**config.mk**
```make
export PLATFORM = sky130hd
export DESIGN_NAME = fwd_interlock_unit
export DESIGN_NICKNAME = d
export VERILOG_FILES = /design/src/rtl/fwd_pkg.sv /design/src/rtl/fwd_match.sv /design/src/rtl/fwd_src_decode.sv /design/src/rtl/fwd_operand_mux.sv /design/src/rtl/fwd_interlock_unit.sv
export SDC_FILE = /design/constraint.sdc
export NUM_CORES = 1
export LEC_CHECK = 0
export CAP_MARGIN = 0
export CORE_ASPECT_RATIO = 1.2
export CORE_MARGIN = 5
export CORE_UTILIZATION = 23
export CTS_BUF_LIST = sky130_fd_sc_hd__clkbuf_8
export DETAILED_ROUTE_END_ITERATION = 8
export GPL_TIMING_DRIVEN = 0
export MAX_ROUTING_LAYER = met4
export PLACE_DENSITY_LB_ADDON = 0.2
export REMOVE_ABC_BUFFERS = 1
export SKIP_CTS_REPAIR_TIMING = 1
export SLEW_MARGIN = 20
export SYNTH_ARGS = -nofsm -noshare
export SYNTH_HDL_FRONTEND = slang
export SYNTH_SLANG_ARGS = --single-unit
```
**constraint.sdc**
```tcl
create_clock -name clk -period 2.3 [get_ports clk]
set_clock_uncertainty 0.15 [all_clocks]
set_input_delay 0.69 -clock clk [delete_from_list [all_inputs] [get_ports clk]]
set_output_delay 0.69 -clock clk [all_outputs]
set_load 0.01 [all_outputs]
```
**src/rtl/fwd_pkg.sv**
```systemverilog
`timescale 1ns/1ps
package fwd_pkg;
  localparam int unsigned FWD_SRC_W = 2;

  // Operand source codes; the numeric values are visible on alu_src_sel_o.
  typedef enum logic [FWD_SRC_W-1:0] {
    SRC_RF         = 2'd0,
    SRC_ALU_LATCH  = 2'd1,
    SRC_MEM_LATCH  = 2'd2,
    SRC_LOAD_LATCH = 2'd3
  } fwd_src_e;
endpackage

```
**src/rtl/fwd_match.sv**
```systemverilog
`timescale 1ns/1ps
// One comparator: a source against one in-flight producer.
module fwd_match #(
  parameter int unsigned REG_W         = 5,
  parameter bit          ZERO_REG_HARD = 1'b1
) (
  input  logic [REG_W-1:0] src_idx_i,
  input  logic             src_live_i,
  input  logic             prod_valid_i,
  input  logic             prod_we_i,
  input  logic [REG_W-1:0] prod_dst_i,
  output logic             hit_o
);
  logic idx_eq;
  logic idx_ok;

  assign idx_eq = (src_idx_i == prod_dst_i);

  generate
    if (ZERO_REG_HARD) begin : g_zero_hard
      assign idx_ok = (src_idx_i != '0);
    end else begin : g_zero_soft
      assign idx_ok = 1'b1;
    end
  endgenerate

  assign hit_o = src_live_i & prod_valid_i & prod_we_i & idx_eq & idx_ok;
endmodule

```
**src/rtl/fwd_src_decode.sv**
```systemverilog
`timescale 1ns/1ps
// Per-operand source decode in the register-read stage.
// Younger producer (ALU stage) outranks older one (memory stage).
module fwd_src_decode
  import fwd_pkg::*;
#(
  parameter int unsigned REG_W         = 5,
  parameter bit          ZERO_REG_HARD = 1'b1
) (
  input  logic [REG_W-1:0] src_idx_i,
  input  logic             src_live_i,
  input  logic             p1_valid_i,
  input  logic             p1_we_i,
  input  logic             p1_load_i,
  input  logic [REG_W-1:0] p1_dst_i,
  input  logic             p2_valid_i,
  input  logic             p2_we_i,
  input  logic             p2_load_i,
  input  logic [REG_W-1:0] p2_dst_i,
  output fwd_src_e         sel_o,
  output logic             hazard_o
);
  logic hit_p1;
  logic hit_p2;

  fwd_match #(.REG_W(REG_W), .ZERO_REG_HARD(ZERO_REG_HARD)) u_cmp_p1 (
    .src_idx_i    (src_idx_i),
    .src_live_i   (src_live_i),
    .prod_valid_i (p1_valid_i),
    .prod_we_i    (p1_we_i),
    .prod_dst_i   (p1_dst_i),
    .hit_o        (hit_p1)
  );

  fwd_match #(.REG_W(REG_W), .ZERO_REG_HARD(ZERO_REG_HARD)) u_cmp_p2 (
    .src_idx_i    (src_idx_i),
    .src_live_i   (src_live_i),
    .prod_valid_i (p2_valid_i),
    .prod_we_i    (p2_we_i),
    .prod_dst_i   (p2_dst_i),
    .hit_o        (hit_p2)
  );

  always_comb begin
    hazard_o = 1'b0;
    sel_o    = SRC_RF;                       // no match, file value
    if (hit_p1 && p1_load_i) begin
      hazard_o = 1'b1;                       // load data not yet back
    end else if (hit_p1) begin
      sel_o = SRC_ALU_LATCH;
    end else if (hit_p2 && p2_load_i) begin
      sel_o = SRC_LOAD_LATCH;
    end else if (hit_p2) begin
      sel_o = SRC_MEM_LATCH;
    end
  end
endmodule

```
**src/rtl/fwd_operand_mux.sv**
```systemverilog
`timescale 1ns/1ps
// Two-level 2:1 mux tree in front of one ALU input.
module fwd_operand_mux
  import fwd_pkg::*;
#(
  parameter int unsigned DATA_W = 32
) (
  input  fwd_src_e          sel_i,
  input  logic [DATA_W-1:0] rf_i,
  input  logic [DATA_W-1:0] alu_q_i,
  input  logic [DATA_W-1:0] mem_q_i,
  input  logic [DATA_W-1:0] load_q_i,
  output logic [DATA_W-1:0] opnd_o
);
  logic [FWD_SRC_W-1:0] sel_bits;
  logic [DATA_W-1:0]    near_v;
  logic [DATA_W-1:0]    far_v;

  assign sel_bits = sel_i;
  assign near_v   = sel_bits[0] ? alu_q_i  : rf_i;
  assign far_v    = sel_bits[0] ? load_q_i : mem_q_i;
  assign opnd_o   = sel_bits[1] ? far_v    : near_v;
endmodule

```
**src/rtl/fwd_interlock_unit.sv**
```systemverilog
`timescale 1ns/1ps
module fwd_interlock_unit
  import fwd_pkg::*;
#(
  parameter int unsigned NUM_SRC       = 2,
  parameter int unsigned REG_W         = 5,
  parameter int unsigned DATA_W        = 32,
  parameter bit          ZERO_REG_HARD = 1'b1
) (
  input  logic                               clk,
  input  logic                               rst_n,
  input  logic                               rd_valid_i,
  input  logic [NUM_SRC-1:0]                 rd_src_use_i,
  input  logic [NUM_SRC-1:0][REG_W-1:0]      rd_src_idx_i,
  input  logic                               alu_valid_i,
  input  logic                               alu_we_i,
  input  logic                               alu_is_load_i,
  input  logic [REG_W-1:0]                   alu_dst_i,
  input  logic                               mem_valid_i,
  input  logic                               mem_we_i,
  input  logic                               mem_is_load_i,
  input  logic [REG_W-1:0]                   mem_dst_i,
  input  logic [NUM_SRC-1:0][DATA_W-1:0]     alu_rf_opnd_i,
  input  logic [DATA_W-1:0]                  byp_alu_q_i,
  input  logic [DATA_W-1:0]                  byp_mem_q_i,
  input  logic [DATA_W-1:0]                  byp_load_q_i,
  output logic [NUM_SRC-1:0][DATA_W-1:0]     alu_opnd_o,
  output logic [NUM_SRC-1:0][FWD_SRC_W-1:0]  alu_src_sel_o,
  output logic                               stall_o
);
  logic [NUM_SRC-1:0] src_live;
  logic [NUM_SRC-1:0] hazard;
  fwd_src_e           sel_dec [NUM_SRC];
  fwd_src_e           sel_d   [NUM_SRC];
  fwd_src_e           sel_q   [NUM_SRC];

  // Register-read stage: one decoder per source operand.
  generate
    for (genvar g = 0; g < NUM_SRC; g++) begin : g_dec
      assign src_live[g] = rd_valid_i & rd_src_use_i[g];
      fwd_src_decode #(.REG_W(REG_W), .ZERO_REG_HARD(ZERO_REG_HARD)) u_dec (
        .src_idx_i  (rd_src_idx_i[g]),
        .src_live_i (src_live[g]),
        .p1_valid_i (alu_valid_i),
        .p1_we_i    (alu_we_i),
        .p1_load_i  (alu_is_load_i),
        .p1_dst_i   (alu_dst_i),
        .p2_valid_i (mem_valid_i),
        .p2_we_i    (mem_we_i),
        .p2_load_i  (mem_is_load_i),
        .p2_dst_i   (mem_dst_i),
        .sel_o      (sel_dec[g]),
        .hazard_o   (hazard[g])
      );
    end
  endgenerate

  // Combinational load-use interlock.
  assign stall_o = |hazard;

  // Next-state: a stalled cycle hands a bubble to the ALU stage.
  always_comb begin
    for (int i = 0; i < NUM_SRC; i++) begin
      sel_d[i] = stall_o ? SRC_RF : sel_dec[i];
    end
  end

  // Select register between register-read and ALU stages.
  always_ff @(posedge clk or negedge rst_n) begin
    if (!rst_n) begin
      for (int i = 0; i < NUM_SRC; i++) sel_q[i] <= SRC_RF;
    end else begin
      for (int i = 0; i < NUM_SRC; i++) sel_q[i] <= sel_d[i];
    end
  end

  // ALU stage: operand muxes.
  generate
    for (genvar g = 0; g < NUM_SRC; g++) begin : g_mux
      assign alu_src_sel_o[g] = sel_q[g];
      fwd_operand_mux #(.DATA_W(DATA_W)) u_mux (
        .sel_i    (sel_q[g]),
        .rf_i     (alu_rf_opnd_i[g]),
        .alu_q_i  (byp_alu_q_i),
        .mem_q_i  (byp_mem_q_i),
        .load_q_i (byp_load_q_i),
        .opnd_o   (alu_opnd_o[g])
      );
    end
  endgenerate
endmodule

```
==> results of run 1 <==
## placed cells by master, fill, tap and decap left out
cell,instances
buf_6,73
buf_12,8
buf_16,2
buf_4,23
nand4_1,4
nor4_1,2
diode_2,16
a21oi_1,4
dfrtp_4,4
clkbuf_2,3
nor4_4,2
nand2_1,2
nor2_1,2
o21a_1,1
clkbuf_16,6
mux4_2,64
clkbuf_8,3
xnor2_2,1
nand2b_1,2
or4_4,2
dlymetal6s2s_1,173
xor2_1,4
buf_8,2
clkdlybuf4s50_1,14
o211ai_4,2
xnor2_1,15
buf_2,1
## area by class of cell
class                      count  area [sq um]  share of cell area [%]
antenna                       16         40.04                  0.6811
clock buffer                   3         41.29                  0.7024
multi-input combinational    107          1824                   31.03
sequential                     4         115.1                   1.958
tap                          114         142.6                   2.427
timing repair buffer         305          3715                   63.20
## final timing paths
kind / endpoint / slack [ns] / cells past startpoint / from
setup / recovery: stall_o / -0.55 / 6 / rd_src_idx_i[2]
hold / removal: alu_src_sel_o[1] / 0.52 / 1 / rst_n
max in group asynchronous: alu_src_sel_o[2] / 1.29 / 1 / rst_n
min in group clk: alu_src_sel_o[3] / 0.78 / 6 / rd_src_idx_i[7]
## critical path: stages
cell	delay [ns]
clkbuf_2	0.12
or4_4	0.53
o211ai_4	0.24
nor4_4	0.08
o21a_1	0.22
buf_6	0.13
## routing by layer
| layer | GRT usage, % | wire [microns] | vias up |
|---|---|---|---|
| met5 | - | 0 | - |
| met4 | 5.202 | 225 | 0 |
| met3 | 7.739 | 1266 | 18 |
| met2 | 38.28 | 7519 | 183 |
| met1 | 24.69 | 4558 | 1373 |
| li1 | - | - | 1205 |
## logic make-up after synthesis
| kind of cell | Yosys count | synth area share (%) |
|---|---|---|
| xor+xnor | 20 | 9.014 |
| simple gates | 16 | 5.087 |
| compound gates | 7 | 2.704 |
| mux | 64 | 74.18 |
| flops | 4 | 5.152 |
| buf+inv | 16 | 3.863 |
## per-stage QoR
step	util, %	std cells	cell area (sq um)	total power, mW	setup WS, ns
finish	71.70	549	5878	0.8976	-0.5517
global route	71.67	548	5876	0.9451	-0.5940
CTS	57.88	491	4745	0.8986	-1.382
detailed placement	57.37	488	4703	0.7472	-1.360
global placement	56.15	484	4603	0.7334	-1.564
floorplan	-	111	1868	0.2423	-0.5993
## synth_stat cells
cell | count | area, sq um
o21a_1 | 1 | 7.510
nand2_1 | 2 | 7.510
nor2_1 | 2 | 7.510
nor4_1 | 3 | 18.77
nand2b_1 | 2 | 12.51
nand4_1 | 4 | 25.02
xnor2_1 | 16 | 140.1
xor2_1 | 4 | 35.03
a21oi_1 | 4 | 20.02
dfrtp_1 | 4 | 100.1
buf_2 | 12 | 60.06
mux4_2 | 64 | 1441
nor4_2 | 1 | 12.51
o211ai_2 | 2 | 25.02
or4_1 | 2 | 15.01
clkbuf_1 | 4 | 15.01
## report_power, final
group	internal (mW)	total (mW)	switching [mW]
Clock	0.112	0.148	0.0368
Combinational	0.460	0.677	0.217
Sequential	0.0713	0.0720	0.000685
==> results_dict.tcl, run 1 <==
set metrics [dict create \
    status "finished, violations left" \
    violations "negative setup slack" \
    avgSynthCellArea_sq_um 15.30 \
    dieArea_sq_um 10390 \
    critPathKind "in2out" \
    cellLeakagePower_nw 3.593 \
    worst_slew_pin_slew_ns 0.4118 \
    n_fill_cell 554 \
    finalHoldViolCount 0 \
    finalSetupTns_ns -5.796 \
    grt_pass1_wl_microns 17040 \
    drt-wirelength-per-cell_microns 24.72 \
    htreeDepth 1 \
    cts_sinks 4 \
    area_delta_synth_final_pct 202.5 \
    cts_root_buffer "clkbuf_8" \
    crit_fanout 3 \
    rsz0062_at_grt "yes" \
    setup_ws_ns -0.5517 \
    die_y_microns 110.7 \
    clkSlewWorstSetupHoldPaths_ns 0.03 \
    post-dp-hpwl_microns 10310 \
    startpoint_type "primary input" \
    synth_seq_cells 4 \
    max_freq_ghz 0.3507 \
    antenna_found_initial 15 \
    period_minus_slack_ns 2.852 \
    min_period_over_period_pct 124.0 \
    yosysSeqAreaShare_pct 5.151 \
    fp.dieW_microns 93.91 \
    report.final.slew_viol_count 0 \
    hold_class "in2async" \
    drt_wl_total_microns 13570 \
    overflow 0 \
    drcViolationCount 0 \
    grt_pass1_vias 2829 \
    cts_tree "done" \
    largest_register_ff_count 4 \
    netlist_instances 127 \
    slew_headroom_pct 72.29 \
    synth_cell_type_count 16 \
    place.gp.congestion 0.9026 \
    io_buffers 259 \
    via_per_inst 5.062 \
    clockBufferDepth 2 \
    p_per_area_nw_per_um2 152.7 \
    ir_drop_v 0.0001421 \
    setup_viol 62 \
    initial_core_util_pct 23.70 \
    via_count 2779 \
    io_pins 260 \
    ys_warn_count 0 \
    synth_area_sq_um 1943 \
    grt_max_degree 21 \
    coreArea_sq_um 8198 \
    end_kind "output port" \
    fp-row-count 36 \
    cts_made_buffers 3 \
    critPathArrivalTime_ns 2.01 \
    ant_nets 0 \
    worstPathRequired_ns 1.46 \
    track_usage_pct 22.31 \
    first_pass_iters 5 \
    drtIter0Drc 138 \
    maxCapViolCount 0 \
    finalNetCount 612 \
    layout-drive-gt1-share_pct 46.78 \
    hold_slack_ns 0.5241 \
]
Note: power is estimated with default switching activity, not from simulation.
==> run 2, diff against run 1 <==
CORE_AREA = 5 5 98 100   (was unset)
CORE_ASPECT_RATIO = unset   (was 1.2)
CORE_MARGIN = unset   (was 5)
CORE_UTILIZATION = unset   (was 23)
DIE_AREA = 0 0 103 105   (was unset)
GPL_TIMING_DRIVEN = unset   (was 0)
PLACE_DENSITY = 0.73   (was unset)
PLACE_DENSITY_LB_ADDON = unset   (was 0.2)
clock period = 3.6 ns   (was 2.3 ns; I/O delays follow)
==> results_dict.tcl, run 2 (synthesis gave the netlist of run 1 again) <==
set metrics [dict create \
    status "finished, violations left" \
    violations "negative setup slack" \
    fp.dieW_microns 103 \
    crit_fanout 2 \
    register_area_sq_um 102.6 \
    cts_root_buffer "clkbuf_8" \
    place.gp.congestion 0.9528 \
    drtIter0Drc 101 \
    ir_drop_v 0.00008922 \
    p_per_area_nw_per_um2 113.2 \
    rsz0062_at_grt "yes" \
    fp-row-count 34 \
    worst_slew_pin_slew_ns 0.4888 \
    max_freq_ghz 0.2710 \
    setup_viol 1 \
    crit_chain "clkdlybuf4s50_1, nand2_1, buf_4, nor4_4, o21a_1, buf_2" \
    io_buffers 259 \
    cts_made_buffers 3 \
    die_y_microns 105 \
    slew_headroom_pct 67.11 \
    placed_cells_incl_taps 502 \
    layout.cells.most_common_list "181 x clkdlybuf4s50_1, 77 x dlymetal6s2s_1, 64 x mux4_2" \
    cts_sinks 4 \
    critPathArrivalTime_ns 2.46 \
    antenna_found_initial 0 \
    crit_slowest_cell "clkdlybuf4s50_1" \
    cellLeakagePower_nw 2.357 \
    startpoint "alu_we_i" \
    end_kind "output port" \
    power_mw 0.5806 \
    report.final.slew_viol_count 0 \
    drt-wirelength-per-cell_microns 24.04 \
    startpoint_type "primary input" \
    period_minus_slack_ns 3.690 \
    critPathKind "in2out" \
    cts_tree "done" \
    worstPathRequired_ns 2.37 \
    finalNetCount 592 \
    utilization_pct 59.68 \
    grt_pass1_wl_microns 16590 \
    final_common_cell "clkdlybuf4s50_1" \
    n_fill_cell 685 \
    min_period_over_period_pct 102.5 \
    diodes 0 \
    io_pins 260 \
    ant_nets 0 \
    maxCapViolCount 0 \
    htreeDepth 1 \
    grt_max_degree 34 \
    initial_core_util_pct 22.61 \
    stdcell_count 507 \
    area_delta_synth_final_pct 163.9 \
    layout-drive-gt1-share_pct 25.81 \
    track_usage_pct 20.80 \
    post-dp-hpwl_microns 10090 \
    finalHoldViolCount 0 \
    multi_input_area_sq_um 1824 \
    via_per_inst 5.146 \
    overflow 0 \
    dieArea_sq_um 10820 \
    grt_pass1_vias 2853 \
    via_count 2609 \
    hold_slack_ns 0.9190 \
    cpPeakStageDelay_ns 0.45 \
    largest_register_ff_count 4 \
    drcViolationCount 0 \
    coreArea_sq_um 8593 \
    clkSlewWorstSetupHoldPaths_ns 0.03 \
    post-place-ws_ns -0.6771 \
    clockBufferDepth 2 \
    first_pass_iters 4 \
    drt_wl_total_microns 12190 \
    hold_class "in2async" \
    setup_ws_ns -0.08991 \
]
## run 2: changes by cell type in the layout (fill, tap and decap cells not counted), sizes merged
cell / previous run / this run
clkbuf: 12 / 3
clkdlybuf4s50: 14 / 181
diode: 16 / 0
buf: 109 / 27
dlymetal6s2s: 173 / 77
## run 2: cell type report
type / count / area share [%]
flip-flops and latches: 4 / 2.000
clock buffers: 3 / 0.8051
repair buffers: 285 / 58.99
multi-input cells: 107 / 35.57
well taps: 108 / 2.635
## run 2: layer usage
metal	global-route usage (%)	up-vias	part of all wire [%]
met5	-	-	0
li1	-	1137	-
met2	37.67	148	54
met4	5.550	0	2.7
met1	21.99	1302	35
met3	5.330	22	8.9
## run 2: final timing paths
path	end	slack, ns
setup / recovery	stall_o	-0.09
hold / removal	alu_src_sel_o[3]	0.92
max in group asynchronous	alu_src_sel_o[1]	2.20
min in group clk	alu_src_sel_o[1]	1.33
## run 2: worst max-delay path: cells and delay by family
kind / cells / cell delay (ns)
compound gates: 1 / 0.18
buf+inv: 3 / 0.76
simple gates: 2 / 0.44
## run 2: report_power, final
| group | switching, mW | internal, mW |
|---|---|---|
| logic | 0.128 | 0.314 |
| registers | 0.000123 | 0.0455 |
| clock network | 0.0216 | 0.0711 |
## run 2: stage by stage
step	instance area (sq um)	TNS, ns
global route	5129	-0.1452
floorplan	1868	0
CTS	4870	-7.594
finish	5129	-0.08991
detailed placement	4828	-7.401
global placement	4828	-6.481
